`config.mk`:
```
export PLATFORM = sky130hd
export DESIGN_NAME = traffic_meter
export DESIGN_NICKNAME = d
export VERILOG_FILES = /design/src/rtl/tm_pkg.sv /design/src/rtl/tm_regs.sv /design/src/rtl/tm_count.sv /design/src/rtl/tm_flags.sv /design/src/rtl/traffic_meter.sv
export SDC_FILE = /design/constraint.sdc
export NUM_CORES = 1
export LEC_CHECK = 0
export BUFFER_PORTS_ARGS = -buffer_cell sky130_fd_sc_hd__buf_2
export CAP_MARGIN = 20
export CORE_MARGIN = 2
export CORE_UTILIZATION = 61
export DETAILED_ROUTE_END_ITERATION = 10
export PLACE_DENSITY_LB_ADDON = 0.05
export SLEW_MARGIN = 20
export SYNTH_ARGS = -nofsm -noshare
export SYNTH_HDL_FRONTEND = slang
export SYNTH_SLANG_ARGS = --single-unit
```
`constraint.sdc`:
```
create_clock -name clk -period 7.7 [get_ports clk]
set_clock_uncertainty 0.15 [all_clocks]
set_input_delay 1.54 -clock clk [delete_from_list [all_inputs] [get_ports clk]]
set_output_delay 1.54 -clock clk [all_outputs]
set_load 0.05 [all_outputs]
```
`src/rtl/tm_pkg.sv`:
```
// Shared constants and types for the bus traffic byte meter.
// Assumes byte offsets inside each register window fit in 12 bits.
package tm_pkg;

    // Offsets shared by the port and global windows
    localparam int OFS_FLAG_STS  = 'h100;
    localparam int OFS_FLAG_CLR  = 'h108;
    localparam int OFS_FLAG_EN   = 'h10C;

    // Offsets used only by the port window
    localparam int OFS_CTRL      = 'h280;
    localparam int OFS_ZERO      = 'h284;
    localparam int OFS_COUNT     = 'h288;
    localparam int OFS_LIMIT     = 'h290;

    // Lowest bit of the pacing field in the control register
    localparam int PACE_LSB      = 16;

    // Events raised by the counter in one cycle
    typedef struct packed {
        logic ovf;
        logic hit;
    } tm_evt_t;

endpackage

```
`src/rtl/tm_regs.sv`:
```
// Register decode and storage for the meter.
// Holds run, pacing, threshold, port and global interrupt enables.
// Produces one-cycle strobes for counter zeroing and flag clears.
// Read data is a combinational mux of stored state.
// Assumes PORT_IDX < 32 and CNT_W <= 32.
module tm_regs #(
    parameter int ADDR_W   = 12,
    parameter int CNT_W    = 32,
    parameter int PACE_W   = 5,
    parameter int PORT_IDX = 0
) (
    input  logic              clk,
    input  logic              rst_n,
    input  logic              reg_wr,
    input  logic              reg_glb,
    input  logic [ADDR_W-1:0] reg_addr,
    input  logic [31:0]       reg_wdata,
    output logic [31:0]       reg_rdata,
    input  logic [CNT_W-1:0]  cnt_val,
    input  logic [1:0]        sts,
    input  logic              glb_sts,
    output logic              run,
    output logic [CNT_W-1:0]  limit,
    output logic              port_ie,
    output logic              glb_en_bit,
    output logic              cnt_clr,
    output logic [1:0]        sts_clr,
    output logic              glb_clr
);
    import tm_pkg::*;

    localparam logic [ADDR_W-1:0] A_STS   = ADDR_W'(OFS_FLAG_STS);
    localparam logic [ADDR_W-1:0] A_CLR   = ADDR_W'(OFS_FLAG_CLR);
    localparam logic [ADDR_W-1:0] A_EN    = ADDR_W'(OFS_FLAG_EN);
    localparam logic [ADDR_W-1:0] A_CTRL  = ADDR_W'(OFS_CTRL);
    localparam logic [ADDR_W-1:0] A_ZERO  = ADDR_W'(OFS_ZERO);
    localparam logic [ADDR_W-1:0] A_COUNT = ADDR_W'(OFS_COUNT);
    localparam logic [ADDR_W-1:0] A_LIMIT = ADDR_W'(OFS_LIMIT);

    logic              p_wr;
    logic              g_wr;
    logic              run_q;
    logic [PACE_W-1:0] pace_q;
    logic [CNT_W-1:0]  limit_q;
    logic              ie_q;
    logic              gen_q;
    logic              wdata_unused;

    assign p_wr = reg_wr & ~reg_glb;
    assign g_wr = reg_wr &  reg_glb;
    assign wdata_unused = ^reg_wdata;

    // Control register: run bit and pacing field written together
    always_ff @(posedge clk) begin
        if (!rst_n) begin
            run_q  <= 1'b0;
            pace_q <= '0;
        end else if (p_wr && reg_addr == A_CTRL) begin
            run_q  <= reg_wdata[0];
            pace_q <= reg_wdata[PACE_LSB +: PACE_W];
        end
    end

    // Threshold register keeps the low CNT_W bits of a write
    always_ff @(posedge clk) begin
        if (!rst_n)
            limit_q <= '0;
        else if (p_wr && reg_addr == A_LIMIT)
            limit_q <= reg_wdata[CNT_W-1:0];
    end

    // Port-level interrupt enable
    always_ff @(posedge clk) begin
        if (!rst_n)
            ie_q <= 1'b0;
        else if (p_wr && reg_addr == A_EN)
            ie_q <= reg_wdata[0];
    end

    // Global interrupt enable, only this port's bit is stored
    always_ff @(posedge clk) begin
        if (!rst_n)
            gen_q <= 1'b0;
        else if (g_wr && reg_addr == A_EN)
            gen_q <= reg_wdata[PORT_IDX];
    end

    // One-cycle strobes for zeroing and flag clears
    always_comb begin
        cnt_clr = p_wr && (reg_addr == A_ZERO) && reg_wdata[0];
        sts_clr = (p_wr && reg_addr == A_CLR) ? reg_wdata[1:0] : 2'b00;
        glb_clr = g_wr && (reg_addr == A_CLR) && reg_wdata[PORT_IDX];
    end

    // Read mux over both windows
    always_comb begin
        reg_rdata = '0;
        if (reg_glb) begin
            unique case (reg_addr)
                A_STS:   reg_rdata[PORT_IDX] = glb_sts;
                A_EN:    reg_rdata[PORT_IDX] = gen_q;
                default: reg_rdata = '0;
            endcase
        end else begin
            unique case (reg_addr)
                A_STS:   reg_rdata[1:0] = sts;
                A_EN:    reg_rdata[0]   = ie_q;
                A_CTRL: begin
                    reg_rdata[0]                 = run_q;
                    reg_rdata[PACE_LSB +: PACE_W] = pace_q;
                end
                A_COUNT: reg_rdata = 32'(cnt_val);
                A_LIMIT: reg_rdata = 32'(limit_q);
                default: reg_rdata = '0;
            endcase
        end
    end

    assign run        = run_q;
    assign limit      = limit_q;
    assign port_ie    = ie_q;
    assign glb_en_bit = gen_q;

endmodule

```
`src/rtl/tm_count.sv`:
```
// Byte counter with threshold compare.
// Adds the beat's byte count while running and raises hit/overflow
// events for the flag logic. WRAP_AT_THRES picks the counting variant.
// Assumes BEAT_W <= CNT_W. A zeroing strobe beats a same-cycle beat.
module tm_count #(
    parameter int CNT_W         = 32,
    parameter int BEAT_W        = 16,
    parameter bit WRAP_AT_THRES = 1'b0
) (
    input  logic              clk,
    input  logic              rst_n,
    input  logic              run,
    input  logic              cnt_clr,
    input  logic              beat_valid,
    input  logic [BEAT_W-1:0] beat_bytes,
    input  logic [CNT_W-1:0]  limit,
    output logic [CNT_W-1:0]  cnt_val,
    output tm_pkg::tm_evt_t   evt
);
    localparam int SUM_W = CNT_W + 1;

    logic [CNT_W-1:0] cnt_q;
    logic [CNT_W-1:0] cnt_nxt;
    logic [SUM_W-1:0] sum;
    logic             take;
    logic             reach;

    // Beat is accepted only while running and not being zeroed
    assign take  = run & beat_valid & ~cnt_clr;
    assign sum   = {1'b0, cnt_q} + SUM_W'(beat_bytes);
    assign reach = (sum >= {1'b0, limit});

    generate
        if (WRAP_AT_THRES) begin : g_wrap
            logic [SUM_W-1:0] rem;
            assign rem = sum - {1'b0, limit};
            // Drop back by the threshold on reaching it, never overflow
            always_comb begin
                cnt_nxt = reach ? rem[CNT_W-1:0] : sum[CNT_W-1:0];
                evt.hit = take & reach;
                evt.ovf = 1'b0;
            end
        end else begin : g_run_on
            // Keep counting, flag wrap past the top count
            always_comb begin
                cnt_nxt = sum[CNT_W-1:0];
                evt.hit = take & reach;
                evt.ovf = take & sum[CNT_W];
            end
        end
    endgenerate

    // Counter register
    always_ff @(posedge clk) begin
        if (!rst_n)
            cnt_q <= '0;
        else if (cnt_clr)
            cnt_q <= '0;
        else if (take)
            cnt_q <= cnt_nxt;
    end

    assign cnt_val = cnt_q;

endmodule

```
`src/rtl/tm_flags.sv`:
```
// Sticky port flags, sticky global flag and interrupt gating.
// Set events win over a clear in the same cycle.
// Assumes clear strobes last one cycle.
module tm_flags (
    input  logic            clk,
    input  logic            rst_n,
    input  tm_pkg::tm_evt_t evt,
    input  logic [1:0]      sts_clr,
    input  logic            glb_clr,
    input  logic            port_ie,
    input  logic            glb_en_bit,
    output logic [1:0]      sts,
    output logic            glb_sts,
    output logic            irq
);
    logic [1:0] sts_q;
    logic       glb_q;
    logic       any_evt;

    assign any_evt = evt.hit | evt.ovf;

    // Port flags: clear by mask, then OR in new events
    always_ff @(posedge clk) begin
        if (!rst_n)
            sts_q <= 2'b00;
        else
            sts_q <= (sts_q & ~sts_clr) | {evt.ovf, evt.hit};
    end

    // Global flag for this port
    always_ff @(posedge clk) begin
        if (!rst_n)
            glb_q <= 1'b0;
        else
            glb_q <= (glb_q & ~glb_clr) | any_evt;
    end

    // Interrupt needs both enables and a pending port flag
    assign irq     = port_ie & glb_en_bit & (|sts_q);
    assign sts     = sts_q;
    assign glb_sts = glb_q;

endmodule

```
`src/rtl/traffic_meter.sv`:
```
// Top of the bus traffic byte meter: register block, counter and flags.
// Assumes a single clock domain and CNT_W <= 32.
module traffic_meter #(
    parameter int ADDR_W        = 12,
    parameter int CNT_W         = 32,
    parameter int BEAT_W        = 16,
    parameter int PACE_W        = 5,
    parameter int PORT_IDX      = 0,
    parameter bit WRAP_AT_THRES = 1'b0
) (
    input  logic              clk,
    input  logic              rst_n,
    input  logic              reg_wr,
    input  logic              reg_glb,
    input  logic [ADDR_W-1:0] reg_addr,
    input  logic [31:0]       reg_wdata,
    output logic [31:0]       reg_rdata,
    input  logic              beat_valid,
    input  logic [BEAT_W-1:0] beat_bytes,
    output logic              irq
);
    logic             run;
    logic [CNT_W-1:0] limit;
    logic             port_ie;
    logic             glb_en_bit;
    logic             cnt_clr;
    logic [1:0]       sts_clr;
    logic             glb_clr;
    logic [CNT_W-1:0] cnt_val;
    logic [1:0]       sts;
    logic             glb_sts;
    tm_pkg::tm_evt_t  evt;

    tm_regs #(
        .ADDR_W   (ADDR_W),
        .CNT_W    (CNT_W),
        .PACE_W   (PACE_W),
        .PORT_IDX (PORT_IDX)
    ) u_regs (
        .clk        (clk),
        .rst_n      (rst_n),
        .reg_wr     (reg_wr),
        .reg_glb    (reg_glb),
        .reg_addr   (reg_addr),
        .reg_wdata  (reg_wdata),
        .reg_rdata  (reg_rdata),
        .cnt_val    (cnt_val),
        .sts        (sts),
        .glb_sts    (glb_sts),
        .run        (run),
        .limit      (limit),
        .port_ie    (port_ie),
        .glb_en_bit (glb_en_bit),
        .cnt_clr    (cnt_clr),
        .sts_clr    (sts_clr),
        .glb_clr    (glb_clr)
    );

    tm_count #(
        .CNT_W         (CNT_W),
        .BEAT_W        (BEAT_W),
        .WRAP_AT_THRES (WRAP_AT_THRES)
    ) u_count (
        .clk        (clk),
        .rst_n      (rst_n),
        .run        (run),
        .cnt_clr    (cnt_clr),
        .beat_valid (beat_valid),
        .beat_bytes (beat_bytes),
        .limit      (limit),
        .cnt_val    (cnt_val),
        .evt        (evt)
    );

    tm_flags u_flags (
        .clk        (clk),
        .rst_n      (rst_n),
        .evt        (evt),
        .sts_clr    (sts_clr),
        .glb_clr    (glb_clr),
        .port_ie    (port_ie),
        .glb_en_bit (glb_en_bit),
        .sts        (sts),
        .glb_sts    (glb_sts),
        .irq        (irq)
    );

endmodule

```
# Word-level counts from Yosys, hierarchy flattened
# Cells that the tools add are included.
dict set report word_totals {
  register_bits 75
  romBits 0
  memories 0
  output_inout_bits 33
  mem_bits_rw 0
  latch_bits 0
  in_bits 65
  wordCells 54
}
dict set report classes {
  n_bitwise 18
  n_reduce_logical 11
  add_sub_neg 1
  n_shift 0
  n_mul 0
  n_eq_ne 7
  magnitude_cmp 1
  n_mux 8
  n_div 0
}
# cell count
set op_table {}
lappend op_table {{12-bit by 10-bit equality test with 1-bit output, second input constant} 4}
lappend op_table {{12-bit by 9-bit equality test with 1-bit output, second input constant} 3}
lappend op_table {{32-bit by 16-bit adder with 33-bit output} 1}
lappend op_table {{33-bit by 32-bit >= comparator with 1-bit output} 1}
lappend op_table {{32-bit 2-to-1 mux} 1}
lappend op_table {{14-bit one-hot mux with 2 select lines} 1}
lappend op_table {{11-bit one-hot mux with 2 select lines} 1}
lappend op_table {{5-bit one-hot mux with 3 select lines} 1}
lappend op_table {{1-bit bitwise AND} 9}
lappend op_table {{1-bit logical AND} 9}
lappend op_table {{1-bit one-hot mux with 5 select lines} 1}
lappend op_table {{1-bit NOT} 4}
lappend op_table {{2-bit OR reduction} 2}
lappend op_table {{1-bit one-hot mux with 3 select lines} 1}
lappend op_table {{2-bit bitwise AND} 1}
lappend op_table {{2-bit 2-to-1 mux} 1}
lappend op_table {{2-bit NOT} 1}
lappend op_table {{1-bit bitwise OR} 2}
lappend op_table {{2-bit bitwise OR} 1}
lappend op_table {{1-bit one-hot mux with 2 select lines} 1}

# Logic depth before layout (Yosys ltp)
# Gate-level depths: netlist of the first run.
dict set report logic_depth {
  word_depth 9
  depth_mapped 19
}

# Modules after synthesis
# From an unflattened synthesis of the first run, not the netlist that was laid out.
dict set report hier_totals {
  hier_cells 749
  area_unflattened_um2 5823.1
}
# mod seq_area_each_um2 instances area_per_inst_um2 cells_each
set modules_own_cells {}
lappend modules_own_cells {tm_count 640.6 1 3485.8 458}
lappend modules_own_cells {tm_regs 800.8 1 2224.6 281}
lappend modules_own_cells {tm_flags 60.1 1 112.6 10}

# Worst setup path before layout of the first run
# Ideal clock, no wire load.
dict set report synth_path {
  path_kind {input -> output}
  from {in reg_addr[5]}
  to {out reg_rdata[1]}
  stages 6
  required_time_ps 6010
  arrival_time_ps 3726
  path_slack_ps 2284
  cell_sequence {or4_4 or2_1 nor2_4 clkbuf_1 nand2_1 a21oi_1}
}
dict set report synth_between {
  elab_chain_cells 3
}
# item line_no
set synth_lines {}
lappend synth_lines {{start, declared} traffic_meter.sv:15} ;# input logic [ADDR_W-1:0] reg_addr,
lappend synth_lines {{12-bit by 10-bit equality test with 1-bit output or 12-bit by 9-bit equality test with 1-bit output (tied branches)} tm_regs.sv:105} ;# unique case (reg_addr)
lappend synth_lines {{1-bit one-hot mux with 3 select lines (*)} tm_regs.sv:105}
lappend synth_lines {{32-bit 2-to-1 mux (*)} tm_regs.sv:98} ;# if (reg_glb) begin
lappend synth_lines {{end, declared} traffic_meter.sv:17} ;# output logic [31:0] reg_rdata,
# Mark *: on every way between the ends. The rest lies on a longest branch, timed or not.

# Worst setup path after layout of the first run
dict set report layout_path {
  from {in reg_addr[5]}
  to {out reg_rdata[2]}
}
dict set report layout_between {
  elab_chain_cells 3
}
# item line_no
set layout_lines {}
lappend layout_lines {{12-bit by 10-bit equality test with 1-bit output} tm_regs.sv:105}
lappend layout_lines {{14-bit one-hot mux with 2 select lines (*)} tm_regs.sv:105}
lappend layout_lines {{32-bit 2-to-1 mux (*)} tm_regs.sv:98}
# Marks and branches as above.

==> run summary, run 1 <==
• finished, final reports clean — outcome
• 3 — H-tree levels
• 0.00868 mm² — Core Region
• 75 — Yosys reg bits
• 719 — gate count of the mapped netlist
• 0.648 mW — internal power
• 0 — final slew viol count
• 2 — Max clock buf depth
• buf_2 -> or4_4 -> or2_1 -> nor3b_4 -> buf_4 -> a22oi_1 -> nor2_1 -> buf_2 — Cell Chain, Critical Path
• 97 — number of input and output port buffers inserted
• 0.275 — share of Yosys cell area claimed by the top area cell type
• 0.953 — final estimated routing congestion in global placement
• flop to flop — class of the most critical hold timing path
• 833 — syn_nets
• 0 — final antenna-violating net count
• clkbuf_8 — Root Buffer Master
• 34 — number of rows created at floorplan
• buf_2 — Crit path top cell by count
• nor3b_4 — Critical-path top delay cell
• 0.00971 mm² — die area
• 326 ps — final hold slack
• 75 — number of sinks driven by the clock tree
• false — RSZ-0062 raised after global routing
• 6 — drt pass-1 iters
• 0 — gr ovfl total
• 7.58 µm² — mean instance size in the synthesized netlist
• 0.330 — Overall Global Routing Usage
• 0.166 — ratio of cells with drive above 1 in the final layout
• 432 — number of violations reported at the end of detailed-routing iteration 0
• 0.628 — initial core utilization
• 170 MHz — timing-limited maximum frequency
• 0 ps — total negative slack
• 2.50 nW — leakage power
• 80 ps — CTS clk-pin slew, worst paths
• 137 mW/mm² — power per cell area
• 0 — number of setup buffers added after CTS
• 0.765 — post-route clock period utilization
• 5261 — number of global-route vias before repair
• 0.459 — share of power burned in the clock network
• 25800 µm — wire length of the first global-routing pass
• 904 — Final Instance Count excl. Fillers
• 360 ps — clock latency at the later pin of the worst-skew pair
• 13.3% — Syn-to-layout area delta
• 98.5 µm — Die Wd
• 4200 ps — arrival time of data at the critical path endpoint
• 48 — maximum number of pins on one net before global-route repair
• 0.845 mW — sum of internal, switching and leakage power
• 0 — hold violation count in the final report
• 98.5 µm — y dimension of the die
• 0 — EDFF count, synth
• nand2_1 — leading cell type by number of instances after synthesis
• 0 — Ys Warns
• 0.712 — final core utilization
• input port to output pin — kind of critical path
• dfxtp_1 — library cell occupying the most area in the post-synthesis netlist
• 15700 µm — total wire length after detailed routing
• 0 — DRC violations left
• dfxtp_1 — most common flop cell mapped by yosys
• 0 — Max-cap violations
• 130 x nand2_1, 75 x dfxtp_1, 67 x nor2_1 — most frequent cells after synthesis
• 0.275 — share of the yosys chip area belonging to registers
• dfxtp_1 28%, ha_1 11%, nand2_1 9.0% — top area cells in the synthesized netlist
• output pin — Critical Path Sink Type
• 6.04 — vias per cell
• done — TritonCTS clock tree
• 0.0871 mV — worst vdd rail ir drop
• 889 — placed cell count
• input port — crit path launch type
• 0.240 — worst slew slack as a fraction of its limit
• 20 — maximum fanout along the worst path
• 17.4 µm — per-cell routed wire length
• 5462 — detailed-route via count
• 0 — CTS hold repair buffers
• 906 — net total in the final layout
• 0 — number of setup violations in the final report
• 5890 ps — time the final worst path needs with I/O delays and setup
• 0 — initial antenna violation count
• 0.197 mW — Switch Pwr
• 0.082 — combinational share of power
• 0 — number of gates resized after cts
• 62 — distinct cell type count of the synthesized netlist
• 0 — fraction of synthesis flops using an asynchronous set or reset pin
• 9 — TritonCTS buffer count
• 11700 µm — Post-DP HPWL
• 6010 ps — data required time at the worst endpoint
• 0 — total inserted antenna cells
• 0.233 — switching portion of total power
• 780 ps — worst stage delay on the critical path
• 98 — number of top-level pins
• 1110 ps — Worst-Margin Slew
• 0.00545 mm² — area of the mapped netlist
• 0.459 — Reg power frac
## flip-flops by register name, indices dropped and copies added (netlist names)
register           count
u_regs.port_ie         1
u_regs.run             1
u_flags.sts            2
u_flags.glb_sts        1
u_regs.pace_q          5
u_count.cnt_val       32
u_regs.limit          32
u_regs.glb_en_bit      1
## per-stage QoR
stage	setup WS (ps)	area [µm²]
detailed placement	1650	5930
floorplan	2280	5450
CTS	1800	6180
finish	1810	6180
global placement	1810	5910
global route	1580	6180
## final timing paths
| kind | from | endpoint | slack [ps] | cells after the start |
|---|---|---|---|---|
| hold / removal | u_count.cnt_val[15] | u_count.cnt_val[15] | 330 | 2 |
| hold reg to reg | u_count.cnt_val[15] | u_count.cnt_val[15] | 330 | 2 |
| setup reg to reg | u_count.cnt_val[4] | u_flags.glb_sts | 2880 | 16 |
| setup / recovery | reg_addr[5] | reg_rdata[2] | 1810 | 8 |
## critical path, delay by kind of cell
kind	cells	cell delay, ps
AOI/OAI and AO/OA	1	120
buffers and inverters	3	730
and+or+nand+nor	4	1810
## cell families (layout without fill, tap and decap cells)
family | count (synthesis) | in the layout | synth area share
AO/OA/AOI/OAI | 183 | 183 | 0.229
AND/OR/NAND/NOR | 295 | 295 | 0.257
adder cells (fa/ha/maj) | 49 | 49 | 0.114
buffers and inverters | 78 | 155 | 0.0613
flip-flops | 75 | 75 | 0.275
multiplexers | 3 | 3 | 0.00551
XOR/XNOR | 36 | 36 | 0.0579
## layout make-up
class | instances | area [µm²]
clock buffers | 11 | 151
clock inverters | 4 | 97.6
fillers | 723 | 2500
inverters | 39 | 146
multi-input cells | 566 | 3620
flip-flops and latches | 75 | 1500
well taps | 108 | 135
repair buffers | 101 | 523
## cells in the final DEF, fill, tap and decap left out, drive strengths merged, types with 3 or more instances in the layout
| cell type | instances |
|---|---|
| xor2 | 18 |
| nand3 | 23 |
| nand2b | 3 |
| and3 | 8 |
| o21ai | 24 |
| a22o | 3 |
| nor4 | 6 |
| xnor2 | 18 |
| and2 | 5 |
| nor2 | 68 |
| o21a | 4 |
| nor3 | 6 |
| nor2b | 8 |
| nand2 | 130 |
| a21boi | 38 |
| mux2i | 3 |
| a31o | 3 |
| or4 | 4 |
| a222oi | 5 |
| and4 | 4 |
| a31oi | 3 |
| dfxtp | 75 |
| or3 | 7 |
| bufinv | 3 |
| buf | 101 |
| a211oi | 7 |
| a21o | 5 |
| nand4 | 12 |
| a22oi | 26 |
| inv | 39 |
| o31ai | 3 |
| clkbuf | 11 |
| ha | 48 |
| a21oi | 46 |
| nor3b | 4 |
## layer usage
metal / vias to the layer above / routed length (µm) / global-route usage
met5: - / 0 / 0
met4: 0 / 389 / 0.115
li1: 2688 / - / -
met3: 31 / 1150 / 0.0617
met1: 2551 / 7120 / 0.455
met2: 192 / 7030 / 0.521
## power groups by stage
| stage | Clock (mW) | Combinational [mW] | Sequential, mW |
|---|---|---|---|
| global placement | 0 | 0.0661 | 0.397 |
| finish | 0.388 | 0.0693 | 0.387 |
| floorplan | 0 | 0.0372 | 0.397 |
| detailed placement | 0 | 0.0678 | 0.397 |
| CTS | 0.389 | 0.0681 | 0.387 |
| global route | 0.406 | 0.0762 | 0.387 |
No activity file was read; power rests on OpenSTA's default activity.
==> run 2: changes to the inputs <==
Settings changed: CORE_UTILIZATION 61 to 57.
Clock period 7.7 ns to 5.6 ns, I/O delays scaled along.
==> run 2 against run 1 <==
Hold slack got worse by 5.3 ps. Cell count up 3.2%. Worst setup slack got worse by 1100 ps. Non-clock buffer count is 8 higher. Sequential share of layout area decreased by 0.079 points. First-iteration DRC count fell by 35%. Power grew 25%. Clock power is 10% higher. Critical path type is now input port to flop. Highest routed layer unchanged.
==> run summary, run 2 (same netlist as run 1, synthesis figures left out) <==
• 0.314 — Overall Global Routing Usage, was 0.330
• 170 mW/mm² — power per cell area, was 137 mW/mm²
• 18 — R2R cell count, was 16
• 97 — number of input and output port buffers inserted, unchanged
• 933 — Final Instance Count excl. Fillers, was 904
• input port — crit path launch type, unchanged
• 13.7% — Syn-to-layout area delta, was 13.3%
• 0 — number of setup violations in the final report, unchanged
• flop — Critical Path Sink Type, was output pin
• 0 ps — total negative slack, unchanged
• 90 ps — CTS clk-pin slew, worst paths, was 80 ps
• 5042 — number of global-route vias before repair, was 5261
• 0 — final antenna-violating net count, unchanged
• 205 MHz — timing-limited maximum frequency
• 47 — maximum number of pins on one net before global-route repair, was 48
• 3 — H-tree levels, unchanged
• 0.173 — ratio of cells with drive above 1 in the final layout, was 0.166
• nand2_1 — commonest non-fill, non-tap cell in the layout, unchanged
• 0.091 — combinational share of power, was 0.082
• input port to flop — kind of critical path, was input port to output pin
• 4870 ps — time the final worst path needs with I/O delays and setup
• 0.870 — post-route clock period utilization
• 11900 µm — Post-DP HPWL, was 11700 µm
• 102 µm — y dimension of the die, was 98.5 µm
• 0 — hold violation count in the final report, unchanged
• 0.404 — share of power burned in the clock network, was 0.459
• 914 — net total in the final layout, was 906
• 1010 ps — Worst-Margin Slew, was 1110 ps
• clkbuf_8 — Root Buffer Master, unchanged
• 2.52 nW — leakage power, was 2.50 nW
• 0 — Max-cap violations, unchanged
• u_count.cnt_val[0] — beginning of the worst register-to-register path, was u_count.cnt_val[4]
• 5 — drt pass-1 iters, was 6
• 0.0104 mm² — die area, was 0.00971 mm²
• 0.788 mW — internal power, was 0.648 mW
• false — RSZ-0062 raised after global routing, unchanged
• 420 ps — worst stage delay on the critical path, was 780 ps
• 102 µm — Die Wd, was 98.5 µm
• 0.00924 mm² — Core Region, was 0.00868 mm²
• 0 — CTS hold repair buffers, unchanged
• 2 — Max clock buf depth, unchanged
• 0 — total inserted antenna cells, unchanged
• u_regs.limit[4] — worst min-delay path endpoint, was u_count.cnt_val[15]
• 15900 µm — total wire length after detailed routing, was 15700 µm
• 918 — placed cell count, was 889
• 17.0 µm — per-cell routed wire length, was 17.4 µm
• flop to flop — class of the most critical hold timing path, unchanged
• 25400 µm — wire length of the first global-routing pass, was 25800 µm
• 5030 ps — arrival time of data at the critical path endpoint, was 4200 ps
• 0 — initial antenna violation count, unchanged
• 1250 ps — worst reg2reg setup slack, was 2880 ps
• 9 — TritonCTS buffer count, unchanged
• 0.590 — initial core utilization, was 0.628
• 0 — number of gates resized after cts, unchanged
• 0 — final slew viol count, unchanged
• 0.329 — worst slew slack as a fraction of its limit, was 0.240
• 5.86 — vias per cell, was 6.04
• 0 — number of setup buffers added after CTS, unchanged
• 0 — DRC violations left, unchanged
• done — TritonCTS clock tree, unchanged
• 279 — number of violations reported at the end of detailed-routing iteration 0, was 432
• buf_2 -> ha_1 -> a21o_1 -> a31o_2 -> o2111ai_1 -> nand3_2 -> a21oi_2 -> buf_4 -> nor2_1 -> xor2_1 -> ha_1 -> nand4_1 -> nor4_1 -> a22oi_1 -> a31oi_1 -> a211oi_1 -> a31oi_1 -> a31o_2 — Cell Chain, Critical Path, was buf_2 -> or4_4 -> or2_1 -> nor3b_4 -> buf_4 -> a22oi_1 -> nor2_1 -> buf_2
• 35 — number of rows created at floorplan, was 34
• u_flags.glb_sts — Critical R2R Capture, unchanged
• 5760 ps — data required time at the worst endpoint, was 6010 ps
• 0.944 — final estimated routing congestion in global placement, was 0.953
• 0 — gr ovfl total, unchanged
• 98 — number of top-level pins, unchanged
• finished, final reports clean — outcome, unchanged
• 0.0930 mV — worst vdd rail ir drop, was 0.0871 mV
• o2111ai_1 — Critical-path top delay cell, was nor3b_4
• 130 x nand2_1, 97 x buf_2, 75 x dfxtp_1 — most frequent cells in the layout, unchanged
• 75 — number of sinks driven by the clock tree, unchanged
• 5472 — detailed-route via count, was 5462
• 350 ps — clock latency at the later pin of the worst-skew pair, was 360 ps
• u_regs.limit[4] — critical hold path startpoint, was u_count.cnt_val[15]
• 0.253 — switching portion of total power, was 0.233
• 0.267 mW — Switch Pwr, was 0.197 mW
• 19 — maximum fanout along the worst path, was 20
• 2 — Hold Path Cell Cnt, unchanged
• 0.505 — Reg power frac, was 0.459
-- run 2: changes by cell type in the layout (fill, tap and decap cells not counted), sizes merged --
cell,previous run,this run
bufinv,3,1
buf,101,109
clkinv,0,4
clkbuf,11,10
clkinvlp,1,0
-- run 2: routing by layer --
metal  vias up  track usage  routed length (µm)
li1       2693            -                   -
met3        21       0.0345                 844
met2       182        0.488                7110
met4         0       0.0790                 230
met1      2576        0.463                7690
met5         -            0                   0
-- run 2: cell type report --
class                           count  area (µm²)
Fill cell                         840        3040
Tap cell                          129         161
Timing Repair Buffer              109         576
Inverter                           39         146
Clock buffer                       10         138
Sequential cell                    75        1500
Multi-Input combinational cell    566        3620
Clock inverter                      5        53.8
-- run 2: per-stage QoR --
stage	utilization	area, µm²	hold slack (ps)	total power [mW]	setup slack, ps
4_1_cts	0.671	6200	322	1.06	763
6_report	0.671	6200	321	1.05	728
3_5_place_dp	0.650	6010	310	0.639	382
5_1_grt	0.671	6200	344	1.09	446
3_3_place_gp	0.650	6010	300	0.637	494
2_1_floorplan	-	5450	285	0.596	873
-- run 2: power by group through the flow --
stage	clock network [mW]	logic [mW]	registers (mW)
4_1_cts	0.431	0.0946	0.533
3_5_place_dp	0	0.0939	0.545
6_report	0.427	0.0957	0.533
3_3_place_gp	0	0.0920	0.545
5_1_grt	0.453	0.105	0.533
2_1_floorplan	0	0.0512	0.545
-- run 2: worst max path at each step --
stage | start | end | cells after the start
after floorplan | beat_bytes[4] | u_flags.glb_sts | 18
after global placement | beat_bytes[0] | u_flags.glb_sts | 19
after detailed placement | beat_bytes[0] | u_flags.glb_sts | 19
after CTS | beat_bytes[0] | u_flags.glb_sts | 19
after global routing | beat_bytes[0] | u_flags.glb_sts | 19
final | beat_bytes[4] | u_flags.glb_sts | 18
-- run 2: worst max-delay path, delay by kind of cell --
kind	cells	cell delay, ps
adder cells (fa/ha/maj)	2	660
XOR/XNOR	1	150
AO/OA/AOI/OAI	9	1960
AND/OR/NAND/NOR	4	770
buffers and inverters	2	370
==> run 3: changes to the inputs <==
Settings changed: CORE_UTILIZATION 57 to 58, GPL_TIMING_DRIVEN from default to 0, SYNTH_HIERARCHICAL from default to 1.
Clock period 5.6 ns to 4.6 ns, I/O delays scaled along.
==> run 3 against run 2 <==
Combinational power grew 27%. Critical endpoint is now u_flags/glb_sts. Sequential power up 22%. First-iteration DRC count increased by 43%. Synthesized area is 6.8% higher. Largest power group unchanged. Routed wire length up 7.5%. Critical path depth is 1 higher. Hold slack improved by 1.3 ps. Global-route usage is 0.28 points lower. Power is 15% higher. Worst setup slack lost 570 ps. Cell count increased by 6.4%.
==> run summary, run 3 <==
• 749 — gate count of the mapped netlist, was 719
• 0.258 — share of Yosys cell area claimed by the top area cell type, was 0.275
• 662 ps — Worst-Margin Slew, was 1010 ps
• -692 ps — Setup Slack @ Placement, was 382 ps
• 5628 — number of global-route vias before repair, was 5042
• 80 ps — CTS clk-pin slew, worst paths, was 90 ps
• 971 — net total in the final layout, was 914
• nand2_1 — commonest non-fill, non-tap cell in the layout, unchanged
• dfxtp_1 — library cell occupying the most area in the post-synthesis netlist, unchanged
• 70 — distinct cell type count of the synthesized netlist, was 62
• nand2_1 — leading cell type by number of instances after synthesis, unchanged
• 0 — hold violation count in the final report, unchanged
• 0.00150 mm² — area of all sequential standard cells, unchanged
• 350 ps — clock latency at the later pin of the worst-skew pair, about the same
• 6 — drt pass-1 iters, was 5
• 4690 ps — data required time at the worst endpoint, was 5760 ps
• 0.966 — post-route clock period utilization
• 0 — CTS hold repair buffers, unchanged
• 12 — maximum number of pins on one net before global-route repair, was 47
• 7.77 µm² — mean instance size in the synthesized netlist, was 7.58 µm²
• 0.00646 mm² — placed cell areas, was 0.00601 mm²
• u_flags/glb_sts — Critical R2R Capture, was u_flags.glb_sts
• 0 — fraction of synthesis flops using an asynchronous set or reset pin, unchanged
• u_count/cnt_val[0] — beginning of the worst register-to-register path, was u_count.cnt_val[0]
• 0.00977 mm² — Core Region, was 0.00924 mm²
• input port to flop — kind of critical path, unchanged
• 36 — number of rows created at floorplan, was 35
• 0.559 — worst slew slack as a fraction of its limit, was 0.329
• 5.92 — vias per cell, was 5.86
• 7980 µm — metal2 WL, was 7110 µm
• flop to flop — class of the most critical hold timing path, unchanged
• flop — Critical Path Sink Type, unchanged
• 2 — Max clock buf depth, unchanged
• 0.258 — share of the yosys chip area belonging to registers, was 0.275
• finished, final reports clean — outcome, unchanged
• 1160 µm — DR WL met3, was 844 µm
• dfxtp_1 26%, ha_1 10%, nand2_1 7.7% — top area cells in the synthesized netlist, was dfxtp_1 28%, ha_1 11%, nand2_1 9.0%
• 225 MHz — timing-limited maximum frequency
• 0 — total inserted antenna cells, unchanged
• 0 — final slew viol count, unchanged
• 120 x nand2_1, 75 x dfxtp_1, 64 x nor2_1 — most frequent cells after synthesis, was 130 x nand2_1, 75 x dfxtp_1, 67 x nor2_1
• 182 mW/mm² — power per cell area, was 170 mW/mm²
• 4530 ps — arrival time of data at the critical path endpoint, was 5030 ps
• input port — crit path launch type, unchanged
• 0 — gr ovfl total, unchanged
• 2 — Hold Path Cell Cnt, unchanged
• 5883 — detailed-route via count, was 5472
• 0 — initial antenna violation count, unchanged
• 399 — number of violations reported at the end of detailed-routing iteration 0, was 279
• 0.685 — final core utilization, was 0.671
• 0 — DRC violations left, unchanged
• 17100 µm — total wire length after detailed routing, was 15900 µm
• 0 — number of setup violations in the final report, unchanged
• 27300 µm — wire length of the first global-routing pass, was 25400 µm
• 0.00582 mm² — area of the mapped netlist, was 0.00545 mm²
• 0.311 — Overall Global Routing Usage, was 0.314
• 95 — number of input and output port buffers inserted, was 97
• done — TritonCTS clock tree, unchanged
• 10 — maximum fanout along the worst path, was 19
• 0.00670 mm² — final std cell area, no fill, was 0.00620 mm²
• false — RSZ-0062 raised after global routing, unchanged
• 0 — EDFF count, synth, unchanged
• 0.00400 mm² — Multi-input gate area, was 0.00362 mm²
• 120 x nand2_1, 103 x buf_2, 75 x dfxtp_1 — most frequent cells in the layout, was 130 x nand2_1, 97 x buf_2, 75 x dfxtp_1
• 18 — R2R cell count, unchanged
• 6 — Ys Warns, was 0
• 0.126 mV — worst vdd rail ir drop, was 0.0930 mV
• 886 — # fillers, was 840
• 0 — Max-cap violations, unchanged
• met4 — Top Metal Used, unchanged
• 7490 µm — DRT met1 WL, was 7690 µm
• 4440 ps — time the final worst path needs with I/O delays and setup
• 9 — TritonCTS buffer count, unchanged
• 75 — Yosys reg bits, unchanged
• 157 ps — Final Worst Setup Slack, was 728 ps
• 17.2 µm — per-cell routed wire length, was 17.0 µm
• u_regs/limit[18] — worst min-delay path endpoint, was u_regs.limit[4]
• 104 µm — Die Wd, was 102 µm
• 3 — H-tree levels, unchanged
• 0 — final antenna-violating net count, unchanged
• 0.193 — ratio of cells with drive above 1 in the final layout, was 0.173
• 75 — number of sinks driven by the clock tree, unchanged
• 1.22 mW — sum of internal, switching and leakage power, was 1.05 mW
• 0.596 — initial core utilization, was 0.590
• u_regs/limit[18] — critical hold path startpoint, was u_regs.limit[4]
• 15.1% — Syn-to-layout area delta, was 13.7%
• 0.953 — final estimated routing congestion in global placement, was 0.944
• 104 µm — y dimension of the die, was 102 µm
• 2.70 nW — leakage power, was 2.52 nW
• 863 — syn_nets, was 833
• 13400 µm — Post-DP HPWL, was 11900 µm
• dfxtp_1 — most common flop cell mapped by yosys, unchanged
• 0.0109 mm² — die area, was 0.0104 mm²
• 98 — number of top-level pins, unchanged
• 390 ps — worst reg2reg setup slack, was 1250 ps
• clkbuf_8 — Root Buffer Master, unchanged
==> run 3: per-layer routing <==
metal,track usage,vias to the layer above
li1,-,2873
met1,0.405,2750
met2,0.525,217
met3,0.0451,43
met4,0.111,0
met5,0,-
==> run 3: where the power goes <==
group          internal, mW  total [mW]  switching (mW)
registers             0.649       0.649       0.0000188
clock network         0.206       0.447           0.242
logic                0.0508       0.122          0.0714
total                 0.905        1.22           0.313
==> run 3: cells by family after synthesis <==
logic type,count (synthesis),synth area share
AO/OA/AOI/OAI,187,0.233
XOR/XNOR,34,0.0511
adder cells (fa/ha/maj),49,0.107
buffers and inverters,84,0.0649
flip-flops,75,0.258
multiplexers,17,0.0303
AND/OR/NAND/NOR,303,0.256
==> run 3: worst max-delay path by stage <==
stage	from	end	slack [ps]	depth (start not counted)
after floorplan	beat_bytes[0]	u_flags/glb_sts	250	18
after global placement	beat_bytes[0]	u_flags/glb_sts	-670	19
after detailed placement	beat_bytes[0]	u_flags/sts[0]	-690	19
after CTS	beat_bytes[0]	u_flags/glb_sts	20	19
after global routing	beat_bytes[0]	u_flags/glb_sts	20	19
final	beat_bytes[0]	u_flags/glb_sts	160	19
==> run 3: layout make-up <==
type / count / area share
Buffer: 42 / 0.0334
Clock buffer: 12 / 0.0217
Clock inverter: 2 / 0.00205
Inverter: 42 / 0.0235
Multi-Input combinational cell: 590 / 0.597
Sequential cell: 75 / 0.224
Tap cell: 133 / 0.0248
Timing Repair Buffer: 97 / 0.0732
==> run 3: worst max-delay path: stages <==
cell and delay, ps:
buf_2 80, ha_1 220, inv_1 70, fa_1 400, nand2b_1 190, a21oi_2 200, o21ai_2 120, buf_4 210
a21oi_4 200, nand3_1 120, xnor2_1 190, ha_1 280, a211oi_1 200, o21ai_0 120, a211oi_1 250, o211ai_1 150
o21ai_1 180, o21ai_2 110, o31a_1 300
==> run 3: stage by stage <==
step           hold slack, ps  instances  TNS (ps)
5_1_grt                   347        993         0
6_report                  322        993         0
3_3_place_gp              305        977     -1280
4_1_cts                   323        991         0
2_1_floorplan             290        749         0
3_5_place_dp              313        977     -1380
==> run 3: timing repair <==
action,in CTS,in global routing
buffers inserted,0,2
endpoints found under the hold margin,0,0
setup endpoints to repair,2,2
resized for setup,7,10
pin swaps,0,1
cloned,0,0
